File: src/rtl/vrate_pkg.sv
package vrate_pkg;
  localparam int RATE_W    = 16;
  localparam int NUM_RATES = 7;
  localparam int FRAME_HZ  = 48000;
  localparam int NUM_DAC   = 3;
  localparam int NUM_CH    = NUM_DAC + 1;
  localparam int CH_LFE    = 2;
  localparam int CH_ADC    = NUM_DAC;
  localparam logic [6:0] BASE_ADDR = 7'h2C;
  typedef logic [RATE_W-1:0] rate_t;
  // ascending; snapping relies on the order
  localparam int RATE_TAB [NUM_RATES] = '{8000, 11025, 16000, 22050, 32000, 44100, 48000};
endpackage

File: src/rtl/vrate_snap.sv
module vrate_snap
  import vrate_pkg::*;
(
  input  rate_t raw_i,
  output rate_t snap_o
);
  logic [NUM_RATES-2:0] above;

  // thermometer of midpoint compares; an exact midpoint stays low
  for (genvar k = 0; k < NUM_RATES - 1; k++) begin : g_cmp
    localparam int MID = (RATE_TAB[k] + RATE_TAB[k+1]) / 2;
    assign above[k] = int'(raw_i) > MID;
  end

  always_comb begin
    snap_o = rate_t'(RATE_TAB[0]);
    for (int k = 0; k < NUM_RATES - 1; k++)
      if (above[k]) snap_o = rate_t'(RATE_TAB[k+1]);
  end
endmodule

File: src/rtl/vrate_pacer.sv
module vrate_pacer #(
  parameter int FRAME_RATE = 48000,
  parameter int RATE_W     = 16,
  localparam int PHW       = $clog2(2 * FRAME_RATE)
) (
  input  logic              clk_i,
  input  logic              rst_ni,
  input  logic              en_i,
  input  logic              frame_i,
  input  logic [RATE_W-1:0] rate_i,
  output logic              hit_o,
  output logic [PHW-1:0]    phase_o
);
  logic [PHW-1:0] phase_q, sum;
  logic           over;

  assign sum     = phase_q + PHW'(rate_i);
  assign over    = sum >= PHW'(FRAME_RATE);
  assign hit_o   = en_i & frame_i & over;
  assign phase_o = phase_q;

  always_ff @(posedge clk_i or negedge rst_ni) begin
    if (!rst_ni)      phase_q <= '0;
    else if (!en_i)   phase_q <= '0;
    else if (frame_i) phase_q <= over ? sum - PHW'(FRAME_RATE) : sum;
  end
endmodule

File: src/rtl/vrate_requester.sv
module vrate_requester
  import vrate_pkg::*;
#(
  parameter int FRAME_RATE = FRAME_HZ,
  parameter int ADDR_W     = 7,
  localparam int PHW       = $clog2(2 * FRAME_RATE)
) (
  input  logic               clk_i,
  input  logic               rst_ni,
  input  logic               frame_i,
  input  logic [1:0]         mode_i,
  input  logic [1:0]         id_i,
  input  logic [NUM_DAC-1:0] data_i,
  input  logic               wr_en_i,
  input  logic [ADDR_W-1:0]  addr_i,
  input  logic [RATE_W-1:0]  wr_data_i,
  output logic [RATE_W-1:0]  rd_data_o,
  output logic [NUM_DAC-1:0] req_o,
  output logic               adc_valid_o,
  output logic [NUM_DAC-1:0] underrun_o
);
  logic                           lfe_act;
  logic [NUM_CH-1:0]              ch_en, sel, hit_w, req_q;
  logic [NUM_CH-1:0][RATE_W-1:0]  rate_q;
  logic [NUM_CH-1:0][PHW-1:0]     phase_w;
  logic [NUM_DAC-1:0]             pend_q, und_q;
  rate_t                          snapped;

  assign lfe_act = (mode_i == 2'b10) && (id_i == 2'b11);

  always_comb begin
    ch_en         = '1;
    ch_en[CH_LFE] = lfe_act;
  end

  vrate_snap u_snap (.raw_i(wr_data_i), .snap_o(snapped));

  for (genvar i = 0; i < NUM_CH; i++) begin : g_ch
    localparam logic [ADDR_W-1:0] CH_ADDR = ADDR_W'(BASE_ADDR) + ADDR_W'(2 * i);
    assign sel[i] = (addr_i == CH_ADDR) && ch_en[i];

    always_ff @(posedge clk_i or negedge rst_ni) begin
      if (!rst_ni)                rate_q[i] <= RATE_W'(RATE_TAB[NUM_RATES-1]);
      else if (wr_en_i && sel[i]) rate_q[i] <= snapped;
    end

    vrate_pacer #(.FRAME_RATE(FRAME_RATE), .RATE_W(RATE_W)) u_pacer (
      .clk_i  (clk_i),
      .rst_ni (rst_ni),
      .en_i   (ch_en[i]),
      .frame_i(frame_i),
      .rate_i (rate_q[i]),
      .hit_o  (hit_w[i]),
      .phase_o(phase_w[i])
    );

    always_ff @(posedge clk_i or negedge rst_ni) begin
      if (!rst_ni) req_q[i] <= 1'b0;
      else         req_q[i] <= hit_w[i];
    end

    if (i < NUM_DAC) begin : g_und
      // request outstanding from the last strobe; data due on this one
      always_ff @(posedge clk_i or negedge rst_ni) begin
        if (!rst_ni) begin
          pend_q[i] <= 1'b0;
          und_q[i]  <= 1'b0;
        end else if (!ch_en[i]) begin
          pend_q[i] <= 1'b0;
          und_q[i]  <= 1'b0;
        end else begin
          und_q[i] <= frame_i && pend_q[i] && !data_i[i];
          if (frame_i) pend_q[i] <= hit_w[i];
        end
      end
    end
  end

  always_comb begin
    rd_data_o = '0;
    for (int i = 0; i < NUM_CH; i++)
      if (sel[i]) rd_data_o = rate_q[i];
  end

  assign req_o       = req_q[NUM_DAC-1:0];
  assign adc_valid_o = req_q[CH_ADC];
  assign underrun_o  = und_q;
endmodule

File: config.mk
export PLATFORM = sky130hd
export DESIGN_NAME = vrate_requester
export DESIGN_NICKNAME = d
export VERILOG_FILES = /design/src/rtl/vrate_pkg.sv /design/src/rtl/vrate_snap.sv /design/src/rtl/vrate_pacer.sv /design/src/rtl/vrate_requester.sv
export SDC_FILE = /design/constraint.sdc
export NUM_CORES = 1
export LEC_CHECK = 0
export BUFFER_PORTS_ARGS = -buffer_cell sky130_fd_sc_hd__buf_2
export CORE_MARGIN = 1
export CORE_UTILIZATION = 55
export CTS_BUF_LIST = sky130_fd_sc_hd__clkbuf_16
export CTS_CLUSTER_DIAMETER = 100
export DETAILED_ROUTE_END_ITERATION = 7
export PLACE_DENSITY = 0.76
export SYNTH_ARGS = -nofsm -noshare
export SYNTH_HDL_FRONTEND = slang
export SYNTH_SLANG_ARGS = --single-unit
File: constraint.sdc
create_clock -name clk_i -period 4.55 [get_ports clk_i]
set_input_delay 0.455 -clock clk_i [delete_from_list [all_inputs] [get_ports clk_i]]
set_output_delay 0.455 -clock clk_i [all_outputs]
set_load 0.05 [all_outputs]
# Word-level counts from Yosys, hierarchy flattened
# Index checks and enable logic that the tools add are counted.
[totals] reg_bits=142 latchBits=0 ramBits=0 mem_bits_ro=0 out_inout_bits=23 word_cells=82 n_memories=0
[classes] addsub=8 multipliers=0 div_mod_pow=0 magnitude_cmp=10 eq_ne=7 shift=0 muxes=19 bitwise_logic=5 n_reduce_logical=15
[op_table] operator="two-way mux 17 bit" count=6
[op_table] operator="two-way mux 16 bit" count=6
[op_table] operator="adder 17 x 16 -> 17 bit" count=4
[op_table] operator=">= comparator 17 x 16 -> 1 bit, second input constant" count=4
[op_table] operator="subtractor 17 x 16 -> 17 bit, second input constant" count=4
[op_table] operator="> comparator 16 x 14 -> 1 bit, second input constant" count=2
[op_table] operator="> comparator 16 x 15 -> 1 bit, second input constant" count=2
[op_table] operator="> comparator 16 bit, second input constant" count=2
[op_table] operator="two-way mux 15 bit" count=2
[op_table] operator="== test 7 x 6 -> 1 bit, second input constant" count=4
[op_table] operator="two-way mux 14 bit" count=2
[op_table] operator="logical AND 1 bit" count=12
[op_table] operator="AND 1 bit" count=5
[op_table] operator="== test 2 bit, second input constant" count=2
[op_table] operator="zero test 1 bit" count=3
[op_table] operator="two-way mux 1 bit" count=3
[op_table] operator="inequality test 2 bit, second input constant" count=1

# Depth between registers and ports, before layout
# Gate-level depths: netlist of the first run.
[logic_depth] ltp_word=7 mapped_depth=14 depth_no_buf=13

# Hierarchy
# From an unflattened synthesis of the first run, not the netlist that was laid out.
[unflattened] cells_unflattened=1317 area_unflattened_um2=12568.3
[modules_own_cells] mod="vrate_pacer at g_ch[0].u_pacer ..." n_inst=3 cells_each=239 area_each_um2=2059.5 seq_area_each_um2=425.4
[modules_own_cells] mod="vrate_requester" n_inst=1 cells_each=247 area_each_um2=3552.2 seq_area_each_um2=1886.8
[modules_own_cells] mod="vrate_pacer at g_ch[1].u_pacer" n_inst=1 cells_each=271 area_each_um2=2239.6 seq_area_each_um2=425.4
[modules_own_cells] mod="vrate_snap" n_inst=1 cells_each=82 area_each_um2=598.1 seq_area_each_um2=0.0

# Least setup slack after synthesis of the first run
# Ideal clock, no wire load.
[synth_timing] kind="register to register" start="register rate_q[36] (netlist name)" end="register g_ch[2].u_pacer.phase_q[12]" setup_time_ps=104 arrival_ps=3790 t_required_ps=4446 slack_ps=656 stages_incl_launch_ff=12 path_buffers=0 synth_period_minus_slack_ps=3894 cell_sequence="dfrtp_1 > ha_1 > fa_1 > a211o_1 > and4_1 > a211oi_1 > nand4_2 > or4_4 > a2111oi_4 > nor2_4 > or4b_1 > o311ai_1"
[synth_between] elab_chain_cells=5 word_cells_on_any_way=6 cone_classes="2 x add/sub; 1 x order compare; 3 x mux"
[synth_rtl] item="start, declared" line_no="vrate_requester.sv:24" source="logic [NUM_CH-1:0][RATE_W-1:0] rate_q;"
[synth_rtl] item="start signal, assigned by index" line_no="vrate_requester.sv:43" source="if (!rst_ni) rate_q[i] <= RATE_W'(RATE_TAB[NUM_RATES-1]);"
[synth_rtl] item="start signal, assigned by index" line_no="vrate_requester.sv:44" source="else if (wr_en_i && sel[i]) rate_q[i] <= snapped;"
[synth_rtl] item="adder 17 x 16 -> 17 bit *" line_no="vrate_pacer.sv:17" source="assign sum = phase_q + PHW'(rate_i);"
[synth_rtl] item="subtractor 17 x 16 -> 17 bit / >= comparator 17 x 16 -> 1 bit (equally long branches)" line_no="vrate_pacer.sv:25, vrate_pacer.sv:18"
[synth_rtl] item="two-way mux 17 bit * (2 in series)" line_no="vrate_pacer.sv:25" source="else if (frame_i) phase_q <= over ? sum - PHW'(FRAME_RATE) : sum;"
[synth_rtl] item="two-way mux 17 bit *" line_no="vrate_pacer.sv:24" source="else if (!en_i) phase_q <= '0;"
[synth_rtl] item="end signal, assigned" line_no="vrate_pacer.sv:25"
[synth_rtl] item="end, declared" line_no="vrate_pacer.sv:14" source="logic [PHW-1:0] phase_q, sum;"
# Mark *: on every way between the ends. The rest lies on a longest branch, timed or not. The select of a mux whose other input is x is not followed.
# A chain may end at the register's enable or synchronous reset.

# Worst setup path in the final report of the first run
# Ends and elaborated chain as after synthesis.

==> impl_results.html, run 1 <==
<table>
<tr><th>Metric</th><th>Value</th></tr>
<tr><th colspan="2">Run status</th></tr>
<tr><td>Status</td><td>complete, no violations</td></tr>
<tr><th colspan="2">Drt</th></tr>
<tr><td>Via count</td><td>9187</td></tr>
<tr><td>Via density per instance</td><td>about 6.3</td></tr>
<tr><td>Post-Route WL</td><td>26.2 mm</td></tr>
<tr><td>DRC viols</td><td>0</td></tr>
<tr><td>Initial drt markers</td><td>roughly 640</td></tr>
<tr><td>Average detailed-routed wire length per instance</td><td>18.0 µm</td></tr>
<tr><td>Post-DRT Antenna Nets</td><td>0</td></tr>
<tr><td>Initial DRT Pass Iterations</td><td>5</td></tr>
<tr><th colspan="2">Pwr</th></tr>
<tr><td>Sequential fraction of design power</td><td>0.280</td></tr>
<tr><td>Worst IR drop on VDD</td><td>around 0.38 mV</td></tr>
<tr><td>Total internal power</td><td>about 3.4 mW</td></tr>
<tr><td>Leakage</td><td>4.90 nW</td></tr>
<tr><td>Part of the power in the clock network</td><td>0.202</td></tr>
<tr><td>Net switching power figure</td><td>roughly 2.6 mW</td></tr>
<tr><td>Fraction of power spent switching nets</td><td>0.428</td></tr>
<tr><td>Gate power share</td><td>0.517</td></tr>
<tr><td>Power density over the cells</td><td>about 540 mW/mm²</td></tr>
<tr><th colspan="2">Synth</th></tr>
<tr><td>Largest family of logic cells by synthesized area</td><td>compound AO/OA/AOI/OAI gates</td></tr>
<tr><td>Synth Area in Simple Gates</td><td>0.200</td></tr>
<tr><td>Xor and xnor area share after synthesis</td><td>0.0436</td></tr>
<tr><td>Count of cell types in the netlist</td><td>86</td></tr>
<tr><td>Commonest register cell after synthesis</td><td>sky130_fd_sc_hd__dfrtp_1</td></tr>
<tr><td>Async S/R FF share, synth</td><td>1.00</td></tr>
<tr><td>Number of enable-type register cells in the synthesized netlist</td><td>0</td></tr>
<tr><td>Yosys reg bits</td><td>130</td></tr>
<tr><td>Fraction of synthesized area in multiplexers</td><td>0.0451</td></tr>
<tr><td>Synth Area per Inst</td><td>approximately 8.6 µm²</td></tr>
<tr><td>Synth Area in Adders</td><td>0.0878</td></tr>
<tr><td>Sequential element share of the synthesized area</td><td>0.328</td></tr>
<tr><td>Cell area after synthesis</td><td>around 0.010 mm²</td></tr>
<tr><td>Warning count from the yosys run</td><td>0</td></tr>
<tr><td>Fraction of the mapped netlist area in compound gates</td><td>0.263</td></tr>
<tr><td>Synthesized Nets</td><td>about 1300</td></tr>
<tr><td>Post-Syn Instances</td><td>approximately 1200</td></tr>
<tr><th colspan="2">Global routing</th></tr>
<tr><td>Wire length of the first global-routing pass</td><td>approximately 43 mm</td></tr>
<tr><td>Grt total ovfl</td><td>0</td></tr>
<tr><td>GRT Util Overall</td><td>0.293</td></tr>
<tr><td>Via count of the first global-routing pass</td><td>8489</td></tr>
<tr><td>Pin count of the biggest net entering global routing</td><td>100</td></tr>
<tr><td>Number of antenna violations at the first check in global routing</td><td>0</td></tr>
<tr><th colspan="2">Cells and area</th></tr>
<tr><td>Utilization after layout</td><td>0.617</td></tr>
<tr><td>Share of cells above drive strength 1</td><td>0.149</td></tr>
<tr><td>Most frequent cells in the layout</td><td>sky130_fd_sc_hd__nand2_1 (126), sky130_fd_sc_hd__nor2_1 (104), sky130_fd_sc_hd__dfrtp_1 (102)</td></tr>
<tr><td>Layout overhead on the synthesized area</td><td>10.1%</td></tr>
<tr><td>Leading cell type in the layout, fill and taps excluded</td><td>sky130_fd_sc_hd__nand2_1</td></tr>
<tr><td>Net count reported at finish</td><td>1314</td></tr>
<tr><td>Area used by sequential logic in the layout</td><td>between 0.003 and 0.004 mm²</td></tr>
<tr><td>Multi-input gate area in the final layout</td><td>between 0.006 and 0.007 mm²</td></tr>
<tr><td>Antenna diode instance count</td><td>0</td></tr>
<tr><td>Fillcell total</td><td>between 1500 and 2000</td></tr>
<tr><th colspan="2">Floorplan</th></tr>
<tr><td>Std-Cell Core Area</td><td>~0.018 mm²</td></tr>
<tr><td>Effective utilization at floorplan</td><td>0.561</td></tr>
<tr><td>Die outline width</td><td>~140 µm</td></tr>
<tr><td>Number of core rows</td><td>between 40 and 50</td></tr>
<tr><td>Die area</td><td>about 0.019 mm²</td></tr>
<tr><td>I/O pin total</td><td>57</td></tr>
<tr><td>Y dimension of the die</td><td>~140 µm</td></tr>
<tr><th colspan="2">Placement</th></tr>
<tr><td>Post-DP HPWL</td><td>between 15 and 20 mm</td></tr>
<tr><td>IO buf count</td><td>55</td></tr>
<tr><td>Final weighted congestion of routability-driven global placement</td><td>roughly 0.96</td></tr>
<tr><th colspan="2">STA</th></tr>
<tr><td>Rel. slew slack</td><td>0.214</td></tr>
<tr><td>Final setup viols</td><td>0</td></tr>
<tr><td>Worst clock skew</td><td>around 0.013 ns</td></tr>
<tr><td>Slew at the pin closest to its max-slew limit</td><td>approximately 1.2 ns</td></tr>
<tr><td>Period utilization</td><td>0.922</td></tr>
<tr><td>Final Hold Violating Endpoints</td><td>0</td></tr>
<tr><td>Setup repair after global routing missed its margin</td><td>false</td></tr>
<tr><td>Total Neg Setup Slack</td><td>0 ns</td></tr>
<tr><td>Fin crit period</td><td>approximately 4.2 ns</td></tr>
<tr><td>Fin. max-slew vios</td><td>0</td></tr>
<tr><td>Fmax</td><td>0.238 GHz</td></tr>
<tr><th colspan="2">Setup path</th></tr>
<tr><td>CP Launch Type</td><td>register</td></tr>
<tr><td>Worst Path Class, Setup</td><td>reg -&gt; reg</td></tr>
<tr><td>Type of destination of the critical path</td><td>register</td></tr>
<tr><td>Maximum fanout count along the critical path</td><td>7</td></tr>
<tr><td>Worst Path Arrival</td><td>approximately 4.5 ns</td></tr>
<tr><td>Data required, critical path</td><td>around 4.9 ns</td></tr>
<tr><th colspan="2">Clocking</th></tr>
<tr><td>Root buffer cell</td><td>sky130_fd_sc_hd__clkbuf_16</td></tr>
<tr><td>Number of setup buffers added after CTS</td><td>0</td></tr>
<tr><td>Hold buffer count at cts</td><td>0</td></tr>
<tr><td>Later-pin clock latency in the skew report</td><td>between 0.4 and 0.5 ns</td></tr>
<tr><td>Num CTS Buffers</td><td>17</td></tr>
<tr><td>Number of gates resized after CTS</td><td>0</td></tr>
<tr><td>Clock transition at the registers of the reported paths</td><td>~0.06 ns</td></tr>
<tr><td># clock sinks</td><td>130</td></tr>
<tr><td>H-tree Lvls</td><td>4</td></tr>
<tr><td>CTS tree</td><td>done</td></tr>
<tr><td>Buffer levels on the longest clock path</td><td>2</td></tr>
<tr><th colspan="2">Flow run</th></tr>
<tr><td>Max-cap violation count</td><td>0</td></tr>
<tr><th colspan="2">Min path</th></tr>
<tr><td>Worst Hold Class</td><td>in -&gt; async</td></tr>
</table>
-- critical path, cell delays in order, from the launching register on --
cell	delay [ns]
sky130_fd_sc_hd__dfrtp_1	0.41
sky130_fd_sc_hd__ha_1	0.24
sky130_fd_sc_hd__fa_1	0.43
sky130_fd_sc_hd__a211o_1	0.35
sky130_fd_sc_hd__and4_1	0.23
sky130_fd_sc_hd__a211oi_1	0.40
sky130_fd_sc_hd__nand4_2	0.19
sky130_fd_sc_hd__or4_4	0.60
sky130_fd_sc_hd__a2111oi_4	0.52
sky130_fd_sc_hd__nor2_4	0.10
sky130_fd_sc_hd__or4b_1	0.54
sky130_fd_sc_hd__o311ai_1	0.08
-- registers in the layout (all words and copies together), names as in the netlist --
register and count:
adc_valid_o 1, g_ch.u_pacer.phase_o 68, pend_q 3, rate_q 52, req_o 3, underrun_o 3
-- cells in the mapped netlist, types with 4 or more instances --
cell type / n / area [µm²]
sky130_fd_sc_hd__a211o_1: 18 / 158
sky130_fd_sc_hd__a211oi_1: 18 / 135
sky130_fd_sc_hd__a21boi_0: 4 / 30.0
sky130_fd_sc_hd__a21o_1: 28 / 210
sky130_fd_sc_hd__a21oi_1: 90 / 450
sky130_fd_sc_hd__a222oi_1: 7 / 70.1
sky130_fd_sc_hd__a22oi_1: 14 / 105
sky130_fd_sc_hd__a311oi_1: 5 / 43.8
sky130_fd_sc_hd__a31o_2: 5 / 43.8
sky130_fd_sc_hd__a31oi_1: 26 / 163
sky130_fd_sc_hd__and2_1: 12 / 75.1
sky130_fd_sc_hd__and3_1: 6 / 37.5
sky130_fd_sc_hd__buf_1: 7 / 26.3
sky130_fd_sc_hd__clkbuf_1: 37 / 139
sky130_fd_sc_hd__dfrtp_1: 102 / 2550
sky130_fd_sc_hd__dfstp_2: 28 / 736
sky130_fd_sc_hd__fa_1: 4 / 80.1
sky130_fd_sc_hd__ha_1: 64 / 801
sky130_fd_sc_hd__inv_1: 34 / 128
sky130_fd_sc_hd__mux2_2: 26 / 293
sky130_fd_sc_hd__mux2i_1: 16 / 160
sky130_fd_sc_hd__nand2_1: 126 / 473
sky130_fd_sc_hd__nand2b_1: 8 / 50.1
sky130_fd_sc_hd__nand3_1: 28 / 140
sky130_fd_sc_hd__nand3b_1: 6 / 45.0
sky130_fd_sc_hd__nand4_1: 7 / 43.8
sky130_fd_sc_hd__nor2_1: 104 / 390
sky130_fd_sc_hd__nor2b_1: 19 / 119
sky130_fd_sc_hd__nor3_1: 23 / 115
sky130_fd_sc_hd__nor3b_1: 9 / 67.6
sky130_fd_sc_hd__nor4_1: 7 / 43.8
sky130_fd_sc_hd__o2111ai_1: 5 / 43.8
sky130_fd_sc_hd__o211ai_1: 12 / 90.1
sky130_fd_sc_hd__o21a_1: 12 / 90.1
sky130_fd_sc_hd__o21ai_0: 71 / 355
sky130_fd_sc_hd__o21bai_1: 6 / 45.0
sky130_fd_sc_hd__o31ai_1: 27 / 203
sky130_fd_sc_hd__or2_2: 8 / 50.1
sky130_fd_sc_hd__or3_1: 17 / 106
sky130_fd_sc_hd__or4_1: 8 / 60.1
sky130_fd_sc_hd__xnor2_1: 31 / 272
sky130_fd_sc_hd__xor2_1: 19 / 166
-- layout make-up --
cell class / count / area share
multi-input combinational: 957 / 0.582
clock inverter: 15 / 0.00736
tap: 229 / 0.0259
sequential: 130 / 0.298
inverter: 34 / 0.0115
timing repair buffer: 72 / 0.0373
clock buffer: 17 / 0.0385
-- kinds of logic (layout without fill, tap and decap cells) --
group,count (synthesis),after routing
simple gates,408,408
compound gates,388,388
flops,130,130
buf+inv,83,138
fa+ha+maj,68,68
xor+xnor,50,50
mux,42,42
other cells,1,1
-- final timing paths --
check	cells past startpoint	start	slack [ns]	to
min in group clk_i	2	data_i[1]	0.17	underrun_o[1]$_DFF_PN0_
max	11	rate_q[36]$_DFFE_PN0P_	0.36	g_ch[2].u_pacer.phase_o[12]$_DFFE_PN0P_
min	1	rst_ni	0.11	g_ch[1].u_pacer.phase_o[14]$_DFFE_PN0P_
max in group asynchronous	2	rst_ni	3.38	rate_q[60]$_DFFE_PN1P_
min reg2reg	1	pend_q[1]$_DFFE_PN0P_	0.48	pend_q[1]$_DFFE_PN0P_
max reg2reg	11	rate_q[36]$_DFFE_PN0P_	0.36	g_ch[2].u_pacer.phase_o[12]$_DFFE_PN0P_
-- stage by stage --
stage	total power, mW	instance area, µm²	hold WS (ns)	worst slack, ns	std cells
6_report	5.96	11100	0.111	0.356	1454
5_1_grt	6.43	11100	0.168	0.100	1454
4_1_cts	5.94	11100	0.169	0.352	1454
3_5_place_dp	4.70	10500	0.470	0.371	1422
3_3_place_gp	4.63	10500	0.464	0.452	1422
2_1_floorplan	4.01	10000	0.159	0.656	1170
-- power by group through the flow --
stage / Sequential, mW / Clock, mW / Combinational (mW)
floorplan: 1.65 / 0 / 2.36
CTS: 1.67 / 1.22 / 3.05
global route: 1.70 / 1.27 / 3.46
finish: 1.67 / 1.21 / 3.08
detailed placement: 1.68 / 0 / 3.02
global placement: 1.67 / 0 / 2.96
-- routing by layer --
layer,global-route usage,vias to the layer above,share of wire
li1,-,4467,-
met1,0.407,4406,0.47
met2,0.460,253,0.46
met3,0.0537,61,0.050
met4,0.0916,0,0.025
met5,0,-,0
Note: power is estimated with default switching activity, not from simulation.
==> run 2, diff against run 1 <==
==> constraint.sdc (replaced) <==
create_clock -name clk_i -period 4.55 [get_ports clk_i]
set_input_delay 0.6825 -clock clk_i [delete_from_list [all_inputs] [get_ports clk_i]]
set_output_delay 0.6825 -clock clk_i [all_outputs]
set_load 0.05 [all_outputs]
==> run 2 against run 1 <==
- setup slack got worse by 0.052 ns
- combinational power is essentially flat
- critical endpoint unchanged
- largest power group unchanged
- routed wire length rose by 1.7%
- largest cell class unchanged
- non-clock buffer count did not move
- final area rose by 0.70%
==> impl_results.html, run 2 (same netlist as run 1, synthesis figures left out) <==
<table>
<tr><th>Metric</th><th>Value</th></tr>
<tr><th colspan="2">Run status</th></tr>
<tr><td>Status</td><td>complete, no violations</td></tr>
<tr><th colspan="2">Cells and area</th></tr>
<tr><td>Utilization after layout</td><td>0.622 (+0.00433)</td></tr>
<tr><td>Fillcell total</td><td>1579 (+1.0%)</td></tr>
<tr><td>Final non-filler cell area</td><td>0.0111 mm² (+0.70%)</td></tr>
<tr><td>Net count reported at finish</td><td>1314 (unchanged)</td></tr>
<tr><td>Multi-input gate area in the final layout</td><td>0.00643 mm² (unchanged)</td></tr>
<tr><td>Layout overhead on the synthesized area</td><td>10.9%</td></tr>
<tr><td>Leading cell type in the layout, fill and taps excluded</td><td>sky130_fd_sc_hd__nand2_1</td></tr>
<tr><td>Antenna diode instance count</td><td>0 (unchanged)</td></tr>
<tr><td>Most frequent cells in the layout</td><td>sky130_fd_sc_hd__nand2_1 (126), sky130_fd_sc_hd__nor2_1 (104), sky130_fd_sc_hd__dfrtp_1 (102)</td></tr>
<tr><td>Share of cells above drive strength 1</td><td>0.153 (+0.00408)</td></tr>
<tr><td>Max reg flops</td><td>68 (unchanged)</td></tr>
<tr><td>Area used by sequential logic in the layout</td><td>0.00329 mm² (unchanged)</td></tr>
<tr><td>Final Non-Filler Cells</td><td>1454 (unchanged)</td></tr>
<tr><th colspan="2">Setup path</th></tr>
<tr><td>CP Launch Type</td><td>register</td></tr>
<tr><td>Maximum fanout count along the critical path</td><td>7 (unchanged)</td></tr>
<tr><td>Depth of the worst register-to-register path</td><td>11 (unchanged)</td></tr>
<tr><td>Worst Path Class, Setup</td><td>reg -&gt; reg</td></tr>
<tr><td>Data required, critical path</td><td>4.88 ns (about the same)</td></tr>
<tr><td>Worst Path Arrival</td><td>4.58 ns (+0.07 ns)</td></tr>
<tr><td>Type of destination of the critical path</td><td>register</td></tr>
<tr><th colspan="2">STA</th></tr>
<tr><td>Rel. slew slack</td><td>0.178 (-0.0363)</td></tr>
<tr><td>Setup repair after global routing missed its margin</td><td>false</td></tr>
<tr><td>Total Neg Setup Slack</td><td>0 ns (unchanged)</td></tr>
<tr><td>Minimum setup slack in the final design</td><td>0.304 ns (-0.0518 ns)</td></tr>
<tr><td>Worst clock skew</td><td>0.00920 ns (-0.00414 ns)</td></tr>
<tr><td>Slew at the pin closest to its max-slew limit</td><td>1.22 ns (+0.0539 ns)</td></tr>
<tr><td>Final-layout worst hold slack</td><td>0.138 ns (+0.0276 ns)</td></tr>
<tr><td>Period utilization</td><td>0.933 (+0.0114)</td></tr>
<tr><td>Fmax</td><td>0.236 GHz (-1.2%)</td></tr>
<tr><td>Final Hold Violating Endpoints</td><td>0 (unchanged)</td></tr>
<tr><td>Fin. max-slew vios</td><td>0 (unchanged)</td></tr>
<tr><td>Fin crit period</td><td>4.25 ns (+0.0518 ns)</td></tr>
<tr><td>Final setup viols</td><td>0 (unchanged)</td></tr>
<tr><th colspan="2">Clocking</th></tr>
<tr><td>H-tree Lvls</td><td>4 (unchanged)</td></tr>
<tr><td>CTS tree</td><td>done</td></tr>
<tr><td>Clock transition at the registers of the reported paths</td><td>0.06 ns (about the same)</td></tr>
<tr><td>Number of gates resized after CTS</td><td>0 (unchanged)</td></tr>
<tr><td>Buffer levels on the longest clock path</td><td>2 (unchanged)</td></tr>
<tr><td>Hold buffer count at cts</td><td>0 (unchanged)</td></tr>
<tr><td>Number of setup buffers added after CTS</td><td>0 (unchanged)</td></tr>
<tr><td>Later-pin clock latency in the skew report</td><td>0.43 ns (about the same)</td></tr>
<tr><td>Num CTS Buffers</td><td>17 (unchanged)</td></tr>
<tr><td>Root buffer cell</td><td>sky130_fd_sc_hd__clkbuf_16</td></tr>
<tr><td># clock sinks</td><td>130 (unchanged)</td></tr>
<tr><th colspan="2">Placement</th></tr>
<tr><td>Worst setup slack before clock tree synthesis</td><td>0.379 ns (+0.00778 ns)</td></tr>
<tr><td>Final weighted congestion of routability-driven global placement</td><td>0.949 (-1.4%)</td></tr>
<tr><td>Cell count after placement</td><td>1422 (unchanged)</td></tr>
<tr><td>Post-DP HPWL</td><td>19.5 mm (+2.5%)</td></tr>
<tr><td>IO buf count</td><td>55 (unchanged)</td></tr>
<tr><td>Placed instance area</td><td>0.0105 mm² (unchanged)</td></tr>
<tr><th colspan="2">Pwr</th></tr>
<tr><td>Post-layout total power</td><td>6.13 mW (+2.9%)</td></tr>
<tr><td>Worst IR drop on VDD</td><td>0.428 mV (+13%)</td></tr>
<tr><td>Leakage</td><td>4.95 nW (+0.87%)</td></tr>
<tr><td>Power density over the cells</td><td>551 mW/mm² (+2.2%)</td></tr>
<tr><th colspan="2">Floorplan</th></tr>
<tr><td>Number of core rows</td><td>49 (unchanged)</td></tr>
<tr><td>Std-Cell Core Area</td><td>0.0179 mm² (unchanged)</td></tr>
<tr><td>Die outline width</td><td>137 µm (unchanged)</td></tr>
<tr><td>I/O pin total</td><td>57 (unchanged)</td></tr>
<tr><td>Effective utilization at floorplan</td><td>0.561 (unchanged)</td></tr>
<tr><td>Y dimension of the die</td><td>137 µm (unchanged)</td></tr>
<tr><td>Die area</td><td>0.0188 mm² (unchanged)</td></tr>
<tr><th colspan="2">Drt</th></tr>
<tr><td>Post-Route WL</td><td>26.6 mm (+1.7%)</td></tr>
<tr><td>Post-DRT Antenna Nets</td><td>0 (unchanged)</td></tr>
<tr><td>Via density per instance</td><td>6.38 (+0.93%)</td></tr>
<tr><td>Initial drt markers</td><td>553 (-14%)</td></tr>
<tr><td>DRC viols</td><td>0 (unchanged)</td></tr>
<tr><td>Initial DRT Pass Iterations</td><td>5 (unchanged)</td></tr>
<tr><td>Average detailed-routed wire length per instance</td><td>18.3 µm (+1.7%)</td></tr>
<tr><td>Via count</td><td>9272 (+0.93%)</td></tr>
<tr><th colspan="2">Global routing</th></tr>
<tr><td>Via count of the first global-routing pass</td><td>8627 (+1.6%)</td></tr>
<tr><td>Grt total ovfl</td><td>0 (unchanged)</td></tr>
<tr><td>GRT Util Overall</td><td>0.298 (+0.00489)</td></tr>
<tr><td>Pin count of the biggest net entering global routing</td><td>58 (-42%)</td></tr>
<tr><td>Wire length of the first global-routing pass</td><td>43.6 mm (+1.1%)</td></tr>
<tr><td>Number of antenna violations at the first check in global routing</td><td>0 (unchanged)</td></tr>
<tr><th colspan="2">Flow run</th></tr>
<tr><td>Max-cap violation count</td><td>0 (unchanged)</td></tr>
<tr><th colspan="2">Min path</th></tr>
<tr><td>Worst Hold Class</td><td>in -&gt; async</td></tr>
</table>
[run 2: changes by cell type in the layout (fill, tap and decap cells not counted), sizes merged]
| cell | before | now |
|---|---|---|
| bufinv | 0 | 2 |
| clkinv | 7 | 10 |
| clkinvlp | 5 | 0 |
[run 2: final timing paths]
path | startpoint | endpoint | slack [ns]
min in group clk_i | data_i[1] | underrun_o[1]$_DFF_PN0_ | 0.39
setup / recovery | rate_q[36]$_DFFE_PN0P_ | g_ch[2].u_pacer.phase_o[12]$_DFFE_PN0P_ | 0.30
setup reg to reg | rate_q[36]$_DFFE_PN0P_ | g_ch[2].u_pacer.phase_o[12]$_DFFE_PN0P_ | 0.30
hold reg to reg | pend_q[1]$_DFFE_PN0P_ | pend_q[1]$_DFFE_PN0P_ | 0.48
max in group asynchronous | rst_ni | g_ch[0].u_pacer.phase_o[3]$_DFFE_PN0P_ | 3.45
hold / removal | rst_ni | g_ch[1].u_pacer.phase_o[15]$_DFFE_PN0P_ | 0.14
[run 2: cell type report]
type	count	share of cell area
inverter	34	0.0115
tap	229	0.0257
clock inverter	15	0.0143
clock buffer	17	0.0382
timing repair buffer	72	0.0370
sequential	130	0.295
multi-input combinational	957	0.578
[run 2: routing by layer]
| metal | up-vias | global-route usage | share of wire | routed length (µm) |
|---|---|---|---|---|
| met4 | 0 | 0.0891 | 0.020 | 525 |
| met3 | 38 | 0.0485 | 0.059 | 1570 |
| met5 | - | 0 | 0 | 0 |
| met1 | 4455 | 0.403 | 0.44 | 11800 |
| li1 | 4483 | - | - | - |
| met2 | 296 | 0.487 | 0.48 | 12700 |
[run 2: critical path, stage by stage (launching register included)]
cell	delay, ns
sky130_fd_sc_hd__dfrtp_1	0.42
sky130_fd_sc_hd__ha_1	0.24
sky130_fd_sc_hd__fa_1	0.43
sky130_fd_sc_hd__a211o_1	0.35
sky130_fd_sc_hd__and4_1	0.24
sky130_fd_sc_hd__a211oi_1	0.40
sky130_fd_sc_hd__nand4_2	0.20
sky130_fd_sc_hd__or4_4	0.60
sky130_fd_sc_hd__a2111oi_4	0.53
sky130_fd_sc_hd__nor2_4	0.10
sky130_fd_sc_hd__or4b_1	0.54
sky130_fd_sc_hd__o311ai_1	0.08
[run 2: power by group]
part           switching [mW]  internal, mW
registers               0.219          1.45
clock network           0.568         0.812
logic                    1.81          1.27
total                    2.60          3.53
==> run 3, diff against run 2 <==
Settings changed: PLACE_DENSITY 0.76 to 0.79, RECOVER_POWER from default to 25.
Clock period 4.55 ns to 3.8 ns, I/O delays scaled along.
==> run 3 against run 2 <==
- combinational power up 25%
- setup slack worse by 0.21 ns
- largest power group unchanged
- count of clock-buffer cells in the layout unchanged
- non-clock buffer count up 36
- largest cell class unchanged
- flip-flop and latch count unchanged
- worst hold slack better by 0.14 ns
- the flow now finishes with violations (max-capacitance violations, max-slew violations)
- fmax up 15%
- clock skew down 0.0044 ns
- cell count up 2.5%
- first-iteration DRC count up 39%
- clock power up 20%
- utilization up 2.1 points
==> impl_results.html, run 3 (same netlist as run 1, synthesis figures left out) <==
<table>
<tr><th>Metric</th><th>Value</th></tr>
<tr><th colspan="2">Drt</th></tr>
<tr><td>Post-Route WL</td><td>26.9 mm (+0.91%)</td></tr>
<tr><td>Initial DRT Pass Iterations</td><td>6 (+1)</td></tr>
<tr><td>DRC viols</td><td>0 (unchanged)</td></tr>
<tr><td>Via count</td><td>9388 (+1.3%)</td></tr>
<tr><td>Average detailed-routed wire length per instance</td><td>18.0 µm (-1.5%)</td></tr>
<tr><td>Via density per instance</td><td>6.30 (-1.2%)</td></tr>
<tr><td>Initial drt markers</td><td>768 (+39%)</td></tr>
<tr><td>Post-DRT Antenna Nets</td><td>0 (unchanged)</td></tr>
<tr><th colspan="2">Global routing</th></tr>
<tr><td>Via count of the first global-routing pass</td><td>8716 (+1.0%)</td></tr>
<tr><td>Grt total ovfl</td><td>0 (unchanged)</td></tr>
<tr><td>GRT Util Overall</td><td>0.299 (+0.00109)</td></tr>
<tr><td>Number of antenna violations at the first check in global routing</td><td>0 (unchanged)</td></tr>
<tr><td>Wire length of the first global-routing pass</td><td>43.6 mm (about the same)</td></tr>
<tr><td>Pin count of the biggest net entering global routing</td><td>85 (+47%)</td></tr>
<tr><th colspan="2">Clocking</th></tr>
<tr><td>CTS tree</td><td>done</td></tr>
<tr><td>Root buffer cell</td><td>sky130_fd_sc_hd__clkbuf_16</td></tr>
<tr><td>Num CTS Buffers</td><td>17 (unchanged)</td></tr>
<tr><td>Clock transition at the registers of the reported paths</td><td>0.06 ns (about the same)</td></tr>
<tr><td># clock sinks</td><td>130 (unchanged)</td></tr>
<tr><td>Hold buffer count at cts</td><td>0 (unchanged)</td></tr>
<tr><td>Later-pin clock latency in the skew report</td><td>0.43 ns (about the same)</td></tr>
<tr><td>Buffer levels on the longest clock path</td><td>2 (unchanged)</td></tr>
<tr><td>H-tree Lvls</td><td>4 (unchanged)</td></tr>
<tr><th colspan="2">Min path</th></tr>
<tr><td>Worst Hold Class</td><td>in -&gt; reg</td></tr>
<tr><td>Hold Path Stages</td><td>2</td></tr>
<tr><th colspan="2">Setup path</th></tr>
<tr><td>Crit path capture</td><td>g_ch[2].u_pacer.phase_o[12]$_DFFE_PN0P_</td></tr>
<tr><td>CP Launch Type</td><td>register</td></tr>
<tr><td>Reg2Reg Launch Point</td><td>g_ch[2].u_pacer.phase_o[0]$_DFFE_PN0P_</td></tr>
<tr><td>Flop-to-flop setup slack</td><td>0.09 ns (-0.21 ns)</td></tr>
<tr><td>Type of destination of the critical path</td><td>register</td></tr>
<tr><td>Data required, critical path</td><td>4.13 ns (-0.75 ns)</td></tr>
<tr><td>Depth of the worst register-to-register path</td><td>12 (+1)</td></tr>
<tr><td>Worst Path Arrival</td><td>4.04 ns (-0.54 ns)</td></tr>
<tr><td>CP startpoint</td><td>g_ch[2].u_pacer.phase_o[0]$_DFFE_PN0P_</td></tr>
<tr><td>Worst Path Class, Setup</td><td>reg -&gt; reg</td></tr>
<tr><td>Maximum fanout count along the critical path</td><td>4 (-3)</td></tr>
<tr><td>Worst R2R End</td><td>g_ch[2].u_pacer.phase_o[12]$_DFFE_PN0P_</td></tr>
<tr><th colspan="2">Floorplan</th></tr>
<tr><td>Die area</td><td>0.0188 mm² (unchanged)</td></tr>
<tr><td>Effective utilization at floorplan</td><td>0.561 (unchanged)</td></tr>
<tr><td>Number of core rows</td><td>49 (unchanged)</td></tr>
<tr><td>I/O pin total</td><td>57 (unchanged)</td></tr>
<tr><td>Y dimension of the die</td><td>137 µm (unchanged)</td></tr>
<tr><td>Std-Cell Core Area</td><td>0.0179 mm² (unchanged)</td></tr>
<tr><td>Die outline width</td><td>137 µm (unchanged)</td></tr>
<tr><th colspan="2">STA</th></tr>
<tr><td>Worst clock skew</td><td>0.00483 ns (-0.00437 ns)</td></tr>
<tr><td>Rel. slew slack</td><td>-0.263 (-0.441)</td></tr>
<tr><td>Fin crit period</td><td>3.71 ns (-0.539 ns)</td></tr>
<tr><td>Final setup viols</td><td>0 (unchanged)</td></tr>
<tr><td>Setup repair after global routing missed its margin</td><td>true</td></tr>
<tr><td>Fin. max-slew vios</td><td>73 (+73)</td></tr>
<tr><td>Period utilization</td><td>0.975 (+0.0423)</td></tr>
<tr><td>Fmax</td><td>0.270 GHz (+15%)</td></tr>
<tr><td>Slew at the pin closest to its max-slew limit</td><td>1.89 ns (+0.674 ns)</td></tr>
<tr><td>Final Hold Violating Endpoints</td><td>0 (unchanged)</td></tr>
<tr><th colspan="2">Placement</th></tr>
<tr><td>Post-DP HPWL</td><td>19.5 mm (about the same)</td></tr>
<tr><td>Cell count after placement</td><td>1448 (+1.8%)</td></tr>
<tr><td>IO buf count</td><td>55 (unchanged)</td></tr>
<tr><td>Final weighted congestion of routability-driven global placement</td><td>0.912 (-3.9%)</td></tr>
<tr><th colspan="2">Pwr</th></tr>
<tr><td>Worst IR drop on VDD</td><td>0.558 mV (+30%)</td></tr>
<tr><td>Leakage</td><td>5.10 nW (+3.2%)</td></tr>
<tr><td>Power density over the cells</td><td>654 mW/mm² (+19%)</td></tr>
<tr><td>Post-layout total power</td><td>7.51 mW (+23%)</td></tr>
<tr><th colspan="2">Cells and area</th></tr>
<tr><td>Final Non-Filler Cells</td><td>1490 (+2.5%)</td></tr>
<tr><td>Max reg flops</td><td>68 (unchanged)</td></tr>
<tr><td>Layout overhead on the synthesized area</td><td>14.5%</td></tr>
<tr><td>Utilization after layout</td><td>0.642 (+0.0206)</td></tr>
<tr><td>Most frequent cells in the layout</td><td>sky130_fd_sc_hd__nand2_1 (126), sky130_fd_sc_hd__nor2_1 (104), sky130_fd_sc_hd__dfrtp_1 (102)</td></tr>
<tr><td>Leading cell type in the layout, fill and taps excluded</td><td>sky130_fd_sc_hd__nand2_1</td></tr>
<tr><td>Antenna diode instance count</td><td>0 (unchanged)</td></tr>
<tr><td>Net count reported at finish</td><td>1350 (+2.7%)</td></tr>
<tr><td>Share of cells above drive strength 1</td><td>0.192 (+0.0384)</td></tr>
<tr><th colspan="2">Run status</th></tr>
<tr><td>Status</td><td>complete, but fails checks</td></tr>
<tr><td>Violated checks</td><td>max-capacitance violations, max-slew violations</td></tr>
<tr><th colspan="2">Flow run</th></tr>
<tr><td>Max-cap violation count</td><td>1 (+1)</td></tr>
</table>
-- run 3: cell types whose count changed in the layout (fill, tap and decap cells not counted), moves of 2 or more --
cell	delta
sky130_fd_sc_hd__a211oi_1	-3
sky130_fd_sc_hd__o2111ai_1	-2
sky130_fd_sc_hd__buf_4	+36
sky130_fd_sc_hd__o21ai_1	+3
sky130_fd_sc_hd__a21oi_1	-5
sky130_fd_sc_hd__o21ai_0	-3
sky130_fd_sc_hd__ha_1	-2
sky130_fd_sc_hd__clkinv_4	-3
sky130_fd_sc_hd__a211oi_2	+3
sky130_fd_sc_hd__clkinvlp_4	+6
sky130_fd_sc_hd__clkinv_2	-4
sky130_fd_sc_hd__a21oi_2	+5
sky130_fd_sc_hd__o2111ai_2	+2
-- run 3: worst max-delay path, cell delays in order (launching register included) --
cell and delay [ns]:
sky130_fd_sc_hd__dfrtp_1 0.41, sky130_fd_sc_hd__ha_4 0.19, sky130_fd_sc_hd__fa_2 0.37, sky130_fd_sc_hd__a211o_1 0.31, sky130_fd_sc_hd__and4_4 0.20, sky130_fd_sc_hd__a211oi_2 0.23
sky130_fd_sc_hd__buf_4 0.15, sky130_fd_sc_hd__nand4_2 0.09, sky130_fd_sc_hd__or4_4 0.56, sky130_fd_sc_hd__a2111oi_4 0.49, sky130_fd_sc_hd__nor2_4 0.04, sky130_fd_sc_hd__or4b_1 0.47
sky130_fd_sc_hd__o311ai_1 0.08
-- run 3: stage by stage --
step	TNS, ns	worst slack [ns]	hold slack (ns)	cell area (µm²)
floorplan	0	0.00293	0.274	10000
global placement	0	0.0275	0.464	10700
detailed placement	-0.191	-0.0838	0.470	10700
CTS	0	0.00187	0.188	11400
global route	-0.0178	-0.00970	0.270	11500
finish	0	0.0933	0.281	11500
-- run 3: final cells by class --
cell class,instances,area [µm²]
well taps,229,287
flip-flops and latches,130,3290
clock buffers,17,425
fillers,1492,6400
clock inverters,15,161
repair buffers,108,676
multi-input cells,957,6530
inverters,34,128
-- run 3: timing repair --
action,CTS,global route
pin swaps,2,13
endpoints found under the setup margin,5,30
buffers inserted,1,9
gates resized for setup,4,19
-- run 3: worst min path at each step --
stage	startpoint	to	slack [ns]
floorplan	rst_ni	adc_valid_o$_DFF_PN0_	0.27
global placement	pend_q[1]$_DFFE_PN0P_	pend_q[1]$_DFFE_PN0P_	0.46
detailed placement	pend_q[1]$_DFFE_PN0P_	pend_q[1]$_DFFE_PN0P_	0.47
CTS	rst_ni	g_ch[2].u_pacer.phase_o[13]$_DFFE_PN0P_	0.19
global route	data_i[1]	underrun_o[1]$_DFF_PN0_	0.27
finish	data_i[1]	underrun_o[1]$_DFF_PN0_	0.28
-- run 3: layer usage --
metal  part of all wire  routed length (µm)  vias up  track usage
met4              0.028                 744        0        0.112
li1                   -                   -     4532            -
met5                  0                   0        -            0
met2               0.47               12600      283        0.476
met3              0.051                1380       59       0.0515
met1               0.45               12200     4514        0.405
-- run 3: where the power goes --
| part | internal [mW] | switching [mW] | total [mW] |
|---|---|---|---|
| clock | 0.970 | 0.686 | 1.66 |
| combinational | 1.63 | 2.22 | 3.86 |
| sequential | 1.74 | 0.263 | 2.00 |
| total | 4.34 | 3.17 | 7.51 |
